===== src/rtl/twi_ctrl_pkg.sv =====
package twi_ctrl_pkg;
   localparam int unsigned CTL_W  = 8;
   localparam int unsigned B_FLAG = 7;
   localparam int unsigned B_ACK  = 6;
   localparam int unsigned B_STA  = 5;
   localparam int unsigned B_STO  = 4;
   localparam int unsigned B_WCOL = 3;
   localparam int unsigned B_EN   = 2;
   localparam int unsigned B_RSV  = 1;
   localparam int unsigned B_IE   = 0;

   typedef enum logic [1:0] {
      ST_IDLE   = 2'd0,
      ST_WAIT   = 2'd1,
      ST_ISSUED = 2'd2
   } sta_state_t;
endpackage


===== src/rtl/twi_flag_unit.sv =====
module twi_flag_unit #(
   parameter bit SET_WINS = 1'b1
) (
   input  logic clk,
   input  logic rst_n,
   input  logic en,
   input  logic hw_done,
   input  logic clr_wr,
   input  logic dat_wr,
   output logic flag_q,
   output logic wcol_q,
   output logic go_q
);
   logic set_ev;
   logic clr_ev;

   assign set_ev = en & hw_done;

   generate
      if (SET_WINS) begin : g_set_wins
         assign clr_ev = clr_wr & flag_q & ~set_ev;
      end else begin : g_clr_wins
         assign clr_ev = clr_wr & flag_q;
      end
   endgenerate

   always_ff @(posedge clk) begin
      if (!rst_n) begin
         flag_q <= 1'b0;
         wcol_q <= 1'b0;
         go_q   <= 1'b0;
      end else begin
         if (clr_ev)      flag_q <= 1'b0;
         else if (set_ev) flag_q <= 1'b1;
         if (dat_wr)      wcol_q <= ~flag_q;
         go_q <= clr_ev;
      end
   end

   assert_flag_set_R3: assert property (@(posedge clk) disable iff (!rst_n)
      (en && hw_done && !clr_wr) |=> flag_q);
   assert_flag_clear_R4: assert property (@(posedge clk) disable iff (!rst_n)
      (clr_wr && flag_q && !(en && hw_done)) |=> (!flag_q && go_q));
   assert_go_single_R4: assert property (@(posedge clk) disable iff (!rst_n)
      go_q |=> !go_q);
   assert_ignore_off_R11: assert property (@(posedge clk) disable iff (!rst_n)
      (!en && !clr_wr) |=> $stable(flag_q));
   assert_collision_R6: assert property (@(posedge clk) disable iff (!rst_n)
      (dat_wr && !flag_q) |=> wcol_q);
endmodule


===== src/rtl/twi_cmd_unit.sv =====
module twi_cmd_unit
   import twi_ctrl_pkg::*;
(
   input  logic clk,
   input  logic rst_n,
   input  logic en,
   input  logic reg_wr,
   input  logic wr_sta,
   input  logic wr_sto,
   input  logic bus_free,
   input  logic bus_stop_seen,
   input  logic eng_master,
   input  logic eng_stop_done,
   output logic sta_q,
   output logic sto_q,
   output logic start_go,
   output logic stop_req,
   output logic slave_rst
);
   sta_state_t st_q;
   sta_state_t st_d;

   always_comb begin
      st_d     = st_q;
      start_go = 1'b0;
      if (!en || !sta_q) begin
         st_d = ST_IDLE;
      end else begin
         unique case (st_q)
            ST_IDLE: begin
               if (bus_free) begin
                  start_go = 1'b1;
                  st_d     = ST_ISSUED;
               end else begin
                  st_d = ST_WAIT;
               end
            end
            ST_WAIT: begin
               if (bus_stop_seen) begin
                  start_go = 1'b1;
                  st_d     = ST_ISSUED;
               end
            end
            default: st_d = ST_ISSUED;
         endcase
      end
   end

   assign stop_req  = sto_q & en & eng_master;
   assign slave_rst = sto_q & en & ~eng_master;

   always_ff @(posedge clk) begin
      if (!rst_n) begin
         st_q  <= ST_IDLE;
         sta_q <= 1'b0;
         sto_q <= 1'b0;
      end else begin
         st_q <= st_d;
         if (reg_wr) begin
            sta_q <= wr_sta;
            sto_q <= wr_sto;
         end else if (slave_rst || (stop_req && eng_stop_done)) begin
            sto_q <= 1'b0;
         end
      end
   end

   assert_start_once_R7: assert property (@(posedge clk) disable iff (!rst_n)
      start_go |=> !start_go);
   assert_mstop_clear_R8: assert property (@(posedge clk) disable iff (!rst_n)
      (stop_req && eng_stop_done && !reg_wr) |=> !sto_q);
   assert_mstop_hold_R8: assert property (@(posedge clk) disable iff (!rst_n)
      (stop_req && !eng_stop_done && !reg_wr) |=> sto_q);
   assert_sstop_clear_R9: assert property (@(posedge clk) disable iff (!rst_n)
      (slave_rst && !reg_wr) |=> (!sto_q && !slave_rst));
endmodule


===== src/rtl/twi_ctrl_unit.sv =====
module twi_ctrl_unit
   import twi_ctrl_pkg::*;
#(
   parameter int unsigned W        = CTL_W,
   parameter bit          SET_WINS = 1'b1
) (
   input  logic         clk,
   input  logic         rst_n,
   input  logic         ctl_wr,
   input  logic [W-1:0] ctl_wdata,
   output logic [W-1:0] ctl_rdata,
   input  logic         dat_wr,
   input  logic         glb_ie,
   input  logic         eng_done,
   input  logic         eng_stop_done,
   input  logic         eng_master,
   input  logic         bus_free,
   input  logic         bus_stop_seen,
   input  logic         ev_own_addr,
   input  logic         ev_gen_call,
   input  logic         gc_enable,
   input  logic         ev_byte_rx,
   output logic         go,
   output logic         scl_hold,
   output logic         bus_oe,
   output logic         start_go,
   output logic         stop_req,
   output logic         slave_rst,
   output logic         ack_drive,
   output logic         irq
);
   generate
      if (W != CTL_W) begin : g_bad_width
         $error("twi_ctrl_unit: register width must be 8");
      end
   endgenerate

   logic ack_en_q, en_q, ie_q;
   logic flag_q, wcol_q, sta_q, sto_q;
   logic ack_cause;

   always_ff @(posedge clk) begin
      if (!rst_n) begin
         ack_en_q <= 1'b0;
         en_q     <= 1'b0;
         ie_q     <= 1'b0;
      end else if (ctl_wr) begin
         ack_en_q <= ctl_wdata[B_ACK];
         en_q     <= ctl_wdata[B_EN];
         ie_q     <= ctl_wdata[B_IE];
      end
   end

   twi_flag_unit #(.SET_WINS(SET_WINS)) u_flag (
      .clk    (clk),
      .rst_n  (rst_n),
      .en     (en_q),
      .hw_done(eng_done),
      .clr_wr (ctl_wr & ctl_wdata[B_FLAG]),
      .dat_wr (dat_wr),
      .flag_q (flag_q),
      .wcol_q (wcol_q),
      .go_q   (go)
   );

   twi_cmd_unit u_cmd (
      .clk          (clk),
      .rst_n        (rst_n),
      .en           (en_q),
      .reg_wr       (ctl_wr),
      .wr_sta       (ctl_wdata[B_STA]),
      .wr_sto       (ctl_wdata[B_STO]),
      .bus_free     (bus_free),
      .bus_stop_seen(bus_stop_seen),
      .eng_master   (eng_master),
      .eng_stop_done(eng_stop_done),
      .sta_q        (sta_q),
      .sto_q        (sto_q),
      .start_go     (start_go),
      .stop_req     (stop_req),
      .slave_rst    (slave_rst)
   );

   assign ack_cause = ev_own_addr | (ev_gen_call & gc_enable) | ev_byte_rx;
   assign ack_drive = en_q & ack_en_q & ack_cause;
   assign scl_hold  = en_q & flag_q;
   assign bus_oe    = en_q;
   assign irq       = flag_q & ie_q & glb_ie;

   always_comb begin
      ctl_rdata         = '0;
      ctl_rdata[B_FLAG] = flag_q;
      ctl_rdata[B_ACK]  = ack_en_q;
      ctl_rdata[B_STA]  = sta_q;
      ctl_rdata[B_STO]  = sto_q;
      ctl_rdata[B_WCOL] = wcol_q;
      ctl_rdata[B_EN]   = en_q;
      ctl_rdata[B_RSV]  = 1'b0;
      ctl_rdata[B_IE]   = ie_q;
   end

   assert_ack_gate_R10: assert property (@(posedge clk) disable iff (!rst_n)
      (ctl_wr && !ctl_wdata[B_ACK]) |=> !ack_drive);
   assert_irq_rise_R12: assert property (@(posedge clk) disable iff (!rst_n)
      (eng_done && en_q && ie_q && glb_ie && !ctl_wr) |=> (irq || !glb_ie));
   assert_off_quiet_R11: assert property (@(posedge clk) disable iff (!rst_n)
      (ctl_wr && !ctl_wdata[B_EN]) |=> (!bus_oe && !scl_hold && !start_go));
endmodule


===== config.mk =====
export PLATFORM = sky130hd
export DESIGN_NAME = twi_ctrl_unit
export DESIGN_NICKNAME = d
export VERILOG_FILES = /design/src/rtl/twi_ctrl_pkg.sv /design/src/rtl/twi_flag_unit.sv /design/src/rtl/twi_cmd_unit.sv /design/src/rtl/twi_ctrl_unit.sv
export SDC_FILE = /design/constraint.sdc
export NUM_CORES = 1
export LEC_CHECK = 0
export ABC_CLOCK_PERIOD_IN_PS = 800
export BUFFER_PORTS_ARGS = -buffer_cell sky130_fd_sc_hd__buf_2
export CELL_PAD_IN_SITES_DETAIL_PLACEMENT = 1
export CELL_PAD_IN_SITES_GLOBAL_PLACEMENT = 2
export CORE_MARGIN = 2
export CORE_UTILIZATION = 17
export DETAILED_ROUTE_END_ITERATION = 6
export GPL_TIMING_DRIVEN = 0
export HOLD_SLACK_MARGIN = 0.06
export PLACE_DENSITY_LB_ADDON = 0.15
export SETUP_SLACK_MARGIN = 0.02
export SLEW_MARGIN = 20
export SYNTH_ARGS = -nofsm -noshare
export SYNTH_HDL_FRONTEND = slang
export SYNTH_SLANG_ARGS = --single-unit
export TNS_END_PERCENT = 10

===== constraint.sdc =====
create_clock -name clk -period 0.8 [get_ports clk]
set_input_delay 0.08 -clock clk [delete_from_list [all_inputs] [get_ports clk]]
set_output_delay 0.08 -clock clk [all_outputs]
set_load 0.05 [all_outputs]

==> impl_metrics.yaml, run 1 <==
sta:
  max_clock_freq_mhz: 831
  min_period_ps: 1200
  tns_ps: -3940
  rsz0062_at_grt: "yes"
  fin_skew_ps: 0.827
  setup_violations: 19
  fin_crit_sh_pct: 150
  whs_ps: 68.4
  finalHoldViolations: 0
  final_max_slew_viol_count: 0
  fin_ws_ps: -404
clocking:
  path_clk_slew_ps: 70
  ctsHoldBuffers: 4
  cts_tree: "done"
  cts_buffers: 3
  cts_num_sinks: 10
  clk_path_buf_depth: 2
  htree_levels: 1
  cts-root-buf: "clkbuf_4"
  clk_latency_ps: 260
final_layout:
  final_cells: 133
  diodes: 0
  layout_common_cells: "buf_2, buf_6, buf_4, buf_8"
  layout-drive-gt1-share_pct: 68.6
  final_common_cell: "buf_2"
  fill_cells: 328
  nets: 125
  area_growth_pct: 102
global_route:
  overflow: 0
  grt_use_total_pct: 9.59
  grt_pass1_vias: 567
  grt_max_degree: 9
  antenna_found_initial: 0
  grt_pass1_wl_um: 2440
drt:
  vias: 539
  via_per_inst: 4.05
  antenna_left: 0
  drtIter0Drc: 3
  drc: 0
  wire_per_inst_um: 10.7
  wl_um: 1420
  drt-pass1-iter-count: 3
place:
  dp_hpwl_um: 1030
  pre_cts_slack_ps: -285
  portBuffers: 32
  place_inst: 121
  place.gp.congestion: 0.627
worst_setup_path:
  cp.required_ps: 720
  cp_max_fo: 8
  crit_arrival_ps: 1120
  cpMaxStageDelayCell: "dfxtp_4"
  r2r-start: "u_cmd.st_q[0]"
  crit_type: "reg -> out"
  crit_chain: "buf_8, nand2_4, nor3_4, buf_6"
  worstSetupEndpointType: "output pin"
  start_kind: "register"
  critPathMaxStageDelay_ps: 350
  rr_worst_depth: 4
  cp-startpoint: "bus_oe"
outcome:
  outcome: "complete, but fails checks"
  violations: "negative setup slack"
synth:
  synth.yosys.seq_area_share_pct: 38.8
  syn_nets: 80
  ys_ff_latch: 10
  syn-cell-area_sq_um: 515
  syn_area_per_cell_sq_um: 8.89
  yosysWarnings: 0
  synth_edf_count: 0
  postSynthCellCount: 58
  synthFlopType: "dfxtp_1"
  synth_cell_types: 22
  async_flop_share_pct: 0
power:
  p_int_uw: 996
  clkPwrFrac_pct: 32.8
  p_switching_uw: 412
  power_frac_comb_pct: 29.0
  vdd_drop_max_uv: 376
  p_sw_share_pct: 29.2
  p_leak_uw: 0.000494
  p_seq_share_pct: 38.2
  design_power_total_uw: 1410
  cellPowerDensity_mw_per_mm2: 1350
die:
  die_h_um: 59.1
  dieArea_sq_mm: 0.00349
  initial_core_util_pct: 18.2
  core_sq_mm: 0.00283
  die_w_um: 59.1
  rows: 19
  ios: 38
worst_hold_path:
  hold_class: "in -> reg"
  hp-start: "rst_n"
  min_path_cells: 2
job:
  drv_cap: 0
==> flip-flops by register name (all words and copies together), names as in the netlist <==
name,count
u_cmd.sto_q,1
u_flag.go_q,1
u_flag.flag_q,1
ie_q,1
bus_oe,1
ack_en_q,1
u_flag.wcol_q,1
u_cmd.sta_q,1
u_cmd.st_q,2
==> power by group through the flow <==
stage | Combinational, uW | Sequential [uW] | Clock, uW
after CTS | 395 | 537 | 487
after global routing | 436 | 541 | 533
after global placement | 309 | 549 | 0
final | 408 | 538 | 462
after floorplan | 218 | 556 | 0
after detailed placement | 313 | 549 | 0
==> cell usage after synthesis, types with 2 or more instances <==
| library cell | instances | area share (%) |
|---|---|---|
| a21oi_1 | 2 | 1.9 |
| mux2i_1 | 6 | 12 |
| buf_4 | 8 | 12 |
| nor2b_1 | 5 | 6.1 |
| inv_1 | 3 | 2.2 |
| nand2_1 | 5 | 3.6 |
| nor2_1 | 4 | 2.9 |
| dfxtp_1 | 10 | 39 |
| and2_1 | 2 | 2.4 |
==> metal layers <==
metal	share of wire (%)	global-route usage, %	routed length (um)	vias to the layer above
met1	42	10.7	591	244
li1	-	-	-	270
met2	50	14.8	704	23
met4	1.9	6.82	27	0
met5	0	0	0	-
met3	6.6	3.93	93	2
==> worst max-delay path: cells and delay by family, from the launching register on <==
| family | cells | cell delay [ps] |
|---|---|---|
| DFF | 1 | 350 |
| and+or+nand+nor | 2 | 210 |
| buffers and inverters | 2 | 300 |
==> logic make-up after synthesis <==
logic type      Yosys count  share of synthesized area (%)
compound gates            6                           7.77
buf+inv                  14                           19.9
flops                    10                           38.8
mux                       6                           11.7
other cells               1                          0.727
simple gates             21                           21.1
==> stage by stage <==
stage	utilization, %	instance area, sq um
floorplan	-	567
global placement	27.1	766
detailed placement	27.1	766
CTS	35.3	1000
global route	36.8	1040
finish	36.8	1040
==> worst paths after layout <==
path / end / slack (ps)
setup / recovery: start_go / -400
hold / removal: u_cmd.sto_q / 70
setup reg to reg: u_cmd.st_q[0] / -150
hold reg to reg: u_flag.go_q / 520
==> timing repair <==
action,4_1_cts,5_1_grt
resized for setup,46,9
pin swaps,1,3
setup endpoints to repair,19,25
hold endpoints to repair,7,1
setup buffers,3,1
==> cell type report <==
class                      count  area, sq um  share of cell area (%)
timing repair buffer          40          345                    33.2
multi-input combinational     34          285                    27.4
sequential                    10          218                    20.9
buffer                        11          105                    10.1
tap                           31         38.8                    3.73
clock buffer                   4         36.3                    3.49
inverter                       3         11.3                    1.08
Note: power is estimated with default switching activity, not from simulation.
==> run 2: changes to the inputs <==
--- a/config.mk
+++ b/config.mk
@@ -7,10 +7,8 @@
 export LEC_CHECK = 0
 export ABC_CLOCK_PERIOD_IN_PS = 800
 export BUFFER_PORTS_ARGS = -buffer_cell sky130_fd_sc_hd__buf_2
-export CELL_PAD_IN_SITES_DETAIL_PLACEMENT = 1
-export CELL_PAD_IN_SITES_GLOBAL_PLACEMENT = 2
 export CORE_MARGIN = 2
-export CORE_UTILIZATION = 17
+export CORE_UTILIZATION = 34
 export DETAILED_ROUTE_END_ITERATION = 6
 export GPL_TIMING_DRIVEN = 0
 export HOLD_SLACK_MARGIN = 0.06
==> run 2 against run 1 <==
The flow still finishes with violations (negative setup slack). Total power up 1.4%. Worst hold slack lost 11 ps. Wire length up 2.4%. Register-to-register slack improved by 20 ps. Utilization grew 37 points. Clock-buffer cell count stayed put. Final cell count shrank 12%. Global-route usage up 6.1 points. Via count up 2.4%. First-iteration DRC count is 67% higher. Clock power is essentially flat. Critical endpoint unchanged. Largest cell class unchanged.
==> impl_metrics.yaml, run 2 (synthesis results as in run 1) <==
die:
  rows: 14
  dieArea_sq_mm: 0.00184
  core_sq_mm: 0.00145
  initial_core_util_pct: 35.5
  ios: 38
  die_w_um: 42.9
  die_h_um: 42.9
final_layout:
  nets: 124
  final_common_cell: "buf_2"
  top_register: "u_cmd.st_q"
  diodes: 0
  layout-drive-gt1-share_pct: 70.3
  area_growth_pct: 107
  largest_reg_flops: 2
  utilization_pct: 73.3
  layout_common_cells: "buf_2, buf_6, buf_8"
clocking:
  clk_latency_ps: 270
  cts_buffers: 3
  cts_num_sinks: 10
  clk_path_buf_depth: 2
  path_clk_slew_ps: 70
  htree_levels: 1
  cts_tree: "done"
  cts-root-buf: "clkbuf_4"
drt:
  wl_um: 1450
  wire_per_inst_um: 12.4
  antenna_left: 0
  via_per_inst: 4.72
  drt-pass1-iter-count: 4
  drtIter0Drc: 5
  drc: 0
  vias: 552
sta:
  setup_violations: 19
  finalHoldViolations: 0
  min_period_ps: 1210
  max_clock_freq_mhz: 828
  rsz0062_at_grt: "yes"
  fin_skew_ps: 2.52
  tightest_slew_ps: 493
  final_max_slew_viol_count: 0
  fin_crit_sh_pct: 151
  fin_ws_ps: -407
  relSlewSlack_pct: 67.0
global_route:
  grt_use_total_pct: 15.6
  antenna_found_initial: 0
  grt_pass1_vias: 503
  grt_pass1_wl_um: 2110
  overflow: 0
  grt_max_degree: 9
worst_setup_path:
  cp_max_fo: 2
  cp.required_ps: 720
  cpMaxStageDelayCell: "dfxtp_2"
  crit_arrival_ps: 1130
  regToRegEndpoint: "u_cmd.st_q[0]"
  worst-path-stages: 3
  cp_num_buf_inv: 1
  rr_worst_depth: 4
  start_kind: "register"
  crit_type: "reg -> out"
  crit_chain: "mux2i_4, nor3_4, buf_6"
  r2r-start: "u_cmd.st_q[0]"
  crit_end: "start_go"
  worstSetupEndpointType: "output pin"
  critPathMaxStageDelay_ps: 330
  crit_family: "flip-flops"
  cp-startpoint: "u_cmd.st_q[0]"
  rrSetupSlack_ps: -130
power:
  vdd_drop_max_uv: 965
  cellPowerDensity_mw_per_mm2: 1340
  p_leak_uw: 0.000529
place:
  dp_hpwl_um: 835
  place.gp.congestion: 0.712
  pre_cts_slack_ps: -255
  portBuffers: 32
outcome:
  outcome: "complete, but fails checks"
  violations: "negative setup slack"
worst_hold_path:
  hold_class: "in -> reg"
job:
  drv_cap: 0
run 2: timing repair:
| action | 4_1_cts | 5_1_grt |
|---|---|---|
| hold buffers | 4 | 0 |
| buffers inserted | 3 | 0 |
| endpoints found under the hold margin | 7 | 0 |
| endpoints found under the setup margin | 20 | 23 |
| pin swaps | 2 | 1 |
| resized for setup | 51 | 19 |
run 2: how the worst min path moves through the flow:
stage,from,end,slack [ps],depth (start not counted)
floorplan,eng_done,u_flag.go_q,170,1
global route,rst_n,u_cmd.sto_q,70,2
CTS,ctl_wdata[4],u_cmd.sto_q,60,2
global placement,eng_done,u_flag.go_q,280,2
detailed placement,eng_done,u_flag.go_q,280,2
finish,ctl_wdata[4],u_cmd.sto_q,60,2
run 2: report_power, final:
part	total [uW]	switching, uW	internal [uW]
Sequential	541	26.1	515
Combinational	426	211	215
Clock	461	184	277
Total	1430	421	1010
run 2: routing by layer:
metal / wire (um) / up-vias / global-route usage (%)
met5: 0 / - / 0
met4: 29 / 0 / 9.70
met3: 116 / 5 / 5.96
met2: 772 / 25 / 24.2
li1: - / 268 / -
met1: 533 / 254 / 18.0
run 2: per-stage QoR:
step / total power, uW / std cells / setup TNS [ps] / area [sq um] / hold slack, ps
2_1_floorplan: 774 / 58 / -1930 / 567 / 172
3_3_place_gp: 852 / 106 / -1470 / 747 / 280
3_5_place_dp: 856 / 106 / -1640 / 747 / 280
4_1_cts: 1420 / 117 / -4010 / 1000 / 55.9
5_1_grt: 1500 / 117 / -4610 / 1070 / 66.3
6_report: 1430 / 117 / -3900 / 1070 / 57.6
run 2: area by class of cell:
| cell class | instances | area [sq um] |
|---|---|---|
| fillers | 100 | 388 |
| well taps | 16 | 20.0 |
| plain buffers | 11 | 120 |
| multi-input cells | 34 | 299 |
| inverters | 3 | 11.3 |
| flip-flops and latches | 10 | 224 |
| clock buffers | 4 | 36.3 |
| repair buffers | 39 | 355 |
==> run 3: changes to the inputs <==
--- a/config.mk
+++ b/config.mk
@@ -5,14 +5,14 @@
 export SDC_FILE = /design/constraint.sdc
 export NUM_CORES = 1
 export LEC_CHECK = 0
-export ABC_CLOCK_PERIOD_IN_PS = 800
+export ABC_CLOCK_PERIOD_IN_PS = 1260
 export BUFFER_PORTS_ARGS = -buffer_cell sky130_fd_sc_hd__buf_2
 export CORE_MARGIN = 2
-export CORE_UTILIZATION = 34
+export CORE_UTILIZATION = 38
 export DETAILED_ROUTE_END_ITERATION = 6
 export GPL_TIMING_DRIVEN = 0
 export HOLD_SLACK_MARGIN = 0.06
-export PLACE_DENSITY_LB_ADDON = 0.15
+export PLACE_DENSITY_LB_ADDON = 0.25
 export SETUP_SLACK_MARGIN = 0.02
 export SLEW_MARGIN = 20
 export SYNTH_ARGS = -nofsm -noshare
==> constraint.sdc (replaced) <==
create_clock -name clk -period 1.26 [get_ports clk]
set_input_delay 0.126 -clock clk [delete_from_list [all_inputs] [get_ports clk]]
set_output_delay 0.126 -clock clk [all_outputs]
set_load 0.05 [all_outputs]
==> run 3 against run 2 <==
The run still ends with negative setup slack left. Utilization shrank 9.3 points. Clock skew shrank 0.97 ps. Clock-buffer cell count is the same. Worst hold slack gained 39 ps. First-iteration DRC count grew 80%. Final cell count shrank 6.8%. Critical path type unchanged. Largest cell class unchanged.
==> impl_metrics.yaml, run 3 (synthesis results as in run 1) <==
outcome:
  outcome: "complete, but fails checks"
  violations: "negative setup slack"
clocking:
  htree_levels: 1
  clk_path_buf_depth: 2
  cts_buffers: 3
  path_clk_slew_ps: 70
  cts_tree: "done"
  clk_latency_ps: 260
  post_cts_buffers: 0
  cts-root-buf: "clkbuf_4"
  cts_num_sinks: 10
worst_setup_path:
  crit_chain: "mux2i_4, nor3_4, buf_6"
  crit_arrival_ps: 1150
  critPathMaxStageDelay_ps: 330
  cp.required_ps: 1130
  crit_type: "reg -> out"
  cpMaxStageDelayCell: "dfxtp_2"
  worstSetupEndpointType: "output pin"
  cp_max_fo: 3
  start_kind: "register"
global_route:
  grt_use_total_pct: 15.7
  grt_max_degree: 12
  antenna_found_initial: 0
  grt_pass1_vias: 407
  grt_pass1_wl_um: 1580
  overflow: 0
die:
  dieArea_sq_mm: 0.00167
  core_sq_mm: 0.00128
  initial_core_util_pct: 40.1
  die_h_um: 40.8
  die_w_um: 40.8
  rows: 13
  ios: 38
power:
  p_leak_uw: 0.000414
  clkPwrFrac_pct: 34.4
  power_frac_comb_pct: 23.7
  vdd_drop_max_uv: 664
  p_switching_uw: 236
  p_int_uw: 587
  p_sw_share_pct: 28.7
  design_power_total_uw: 823
  cellPowerDensity_mw_per_mm2: 1000
  p_seq_share_pct: 42.0
drt:
  wl_um: 1120
  wire_per_inst_um: 10.3
  drc: 0
  drtIter0Drc: 9
  antenna_left: 0
  vias: 483
  drt-pass1-iter-count: 2
  via_per_inst: 4.43
sta:
  rsz0062_at_grt: "yes"
  fin_skew_ps: 1.55
  min_period_ps: 1270
  fin_ws_ps: -14.7
  max_clock_freq_mhz: 785
  final_max_slew_viol_count: 0
  setup_violations: 1
  finalHoldViolations: 0
  fin_crit_sh_pct: 101
place:
  place.gp.congestion: 0.588
  placed_area_sq_um: 741
  portBuffers: 32
  dp_hpwl_um: 859
worst_hold_path:
  hold_class: "in -> reg"
final_layout:
  largest_reg_flops: 2
  final_common_cell: "buf_2"
  area_growth_pct: 59.7
  diodes: 0
  layout-drive-gt1-share_pct: 59.6
  top_register: "u_cmd.st_q"
  layout_common_cells: "buf_2, buf_4, dfxtp_1"
  utilization_pct: 64.1
  nets: 117
  final_cell_area_sq_um: 823
job:
  drv_cap: 0
[run 3: cell count changes in the layout (fill, tap and decap cells not counted), sizes merged]
cell          previous run  this run
clkbuf                   4         6
dlymetal6s4s             2         0
dlygate4sd3              2         1
buf                     46        40
[run 3: repair_timing]
action,in CTS,in global routing
resized for setup,11,4
hold buffers,1,0
cloned,0,0
hold endpoints to repair,1,0
endpoints found under the setup margin,5,4
[run 3: routing by layer]
| metal | share of wire, % | GRT usage (%) | vias up |
|---|---|---|---|
| met1 | 36 | 13.9 | 211 |
| met5 | 0 | 0 | - |
| met2 | 57 | 29.7 | 20 |
| li1 | - | - | 252 |
| met3 | 6.6 | 3.26 | 0 |
| met4 | 0 | 12.5 | 0 |
[run 3: final timing paths]
check / startpoint / end / slack, ps / cells past startpoint
worst max-delay path: u_cmd.st_q[0] / start_go / -10 / 3
worst min-delay path: rst_n / u_flag.wcol_q / 100 / 2
worst max register to register: u_cmd.st_q[0] / u_cmd.st_q[0] / 430 / 3
worst min register to register: u_flag.flag_q / u_flag.go_q / 500 / 2
[run 3: area by class of cell]
type                            instances  area, sq um
Buffer                                 10         86.3
Clock buffer                            4         36.3
Fill cell                             122          462
Inverter                                3         11.3
Multi-Input combinational cell         34          264
Sequential cell                        10          206
Tap cell                               15         18.8
Timing Repair Buffer                   33          200
[run 3: per-stage QoR]
step	setup TNS [ps]	std cells	worst slack (ps)	hold slack, ps
3_5_place_dp	0	105	163	325
4_1_cts	-4.05	109	-4.05	90.1
2_1_floorplan	0	58	20.2	218
6_report	-14.7	109	-14.7	96.3
5_1_grt	-66.1	109	-66.1	96.7
3_3_place_gp	0	105	176	324
[run 3: power by group through the flow]
stage | clock (uW) | sequential, uW | combinational (uW)
final | 283 | 345 | 195
after detailed placement | 0 | 347 | 196
after floorplan | 0 | 353 | 137
after global placement | 0 | 347 | 192
after CTS | 291 | 345 | 196
after global routing | 308 | 348 | 210
[run 3: worst max-delay path: cells and delay by family, from the launching register on]
kind	cells	cell delay (ps)
mux	1	190
simple gates	1	180
flops	1	330
buf+inv	1	180
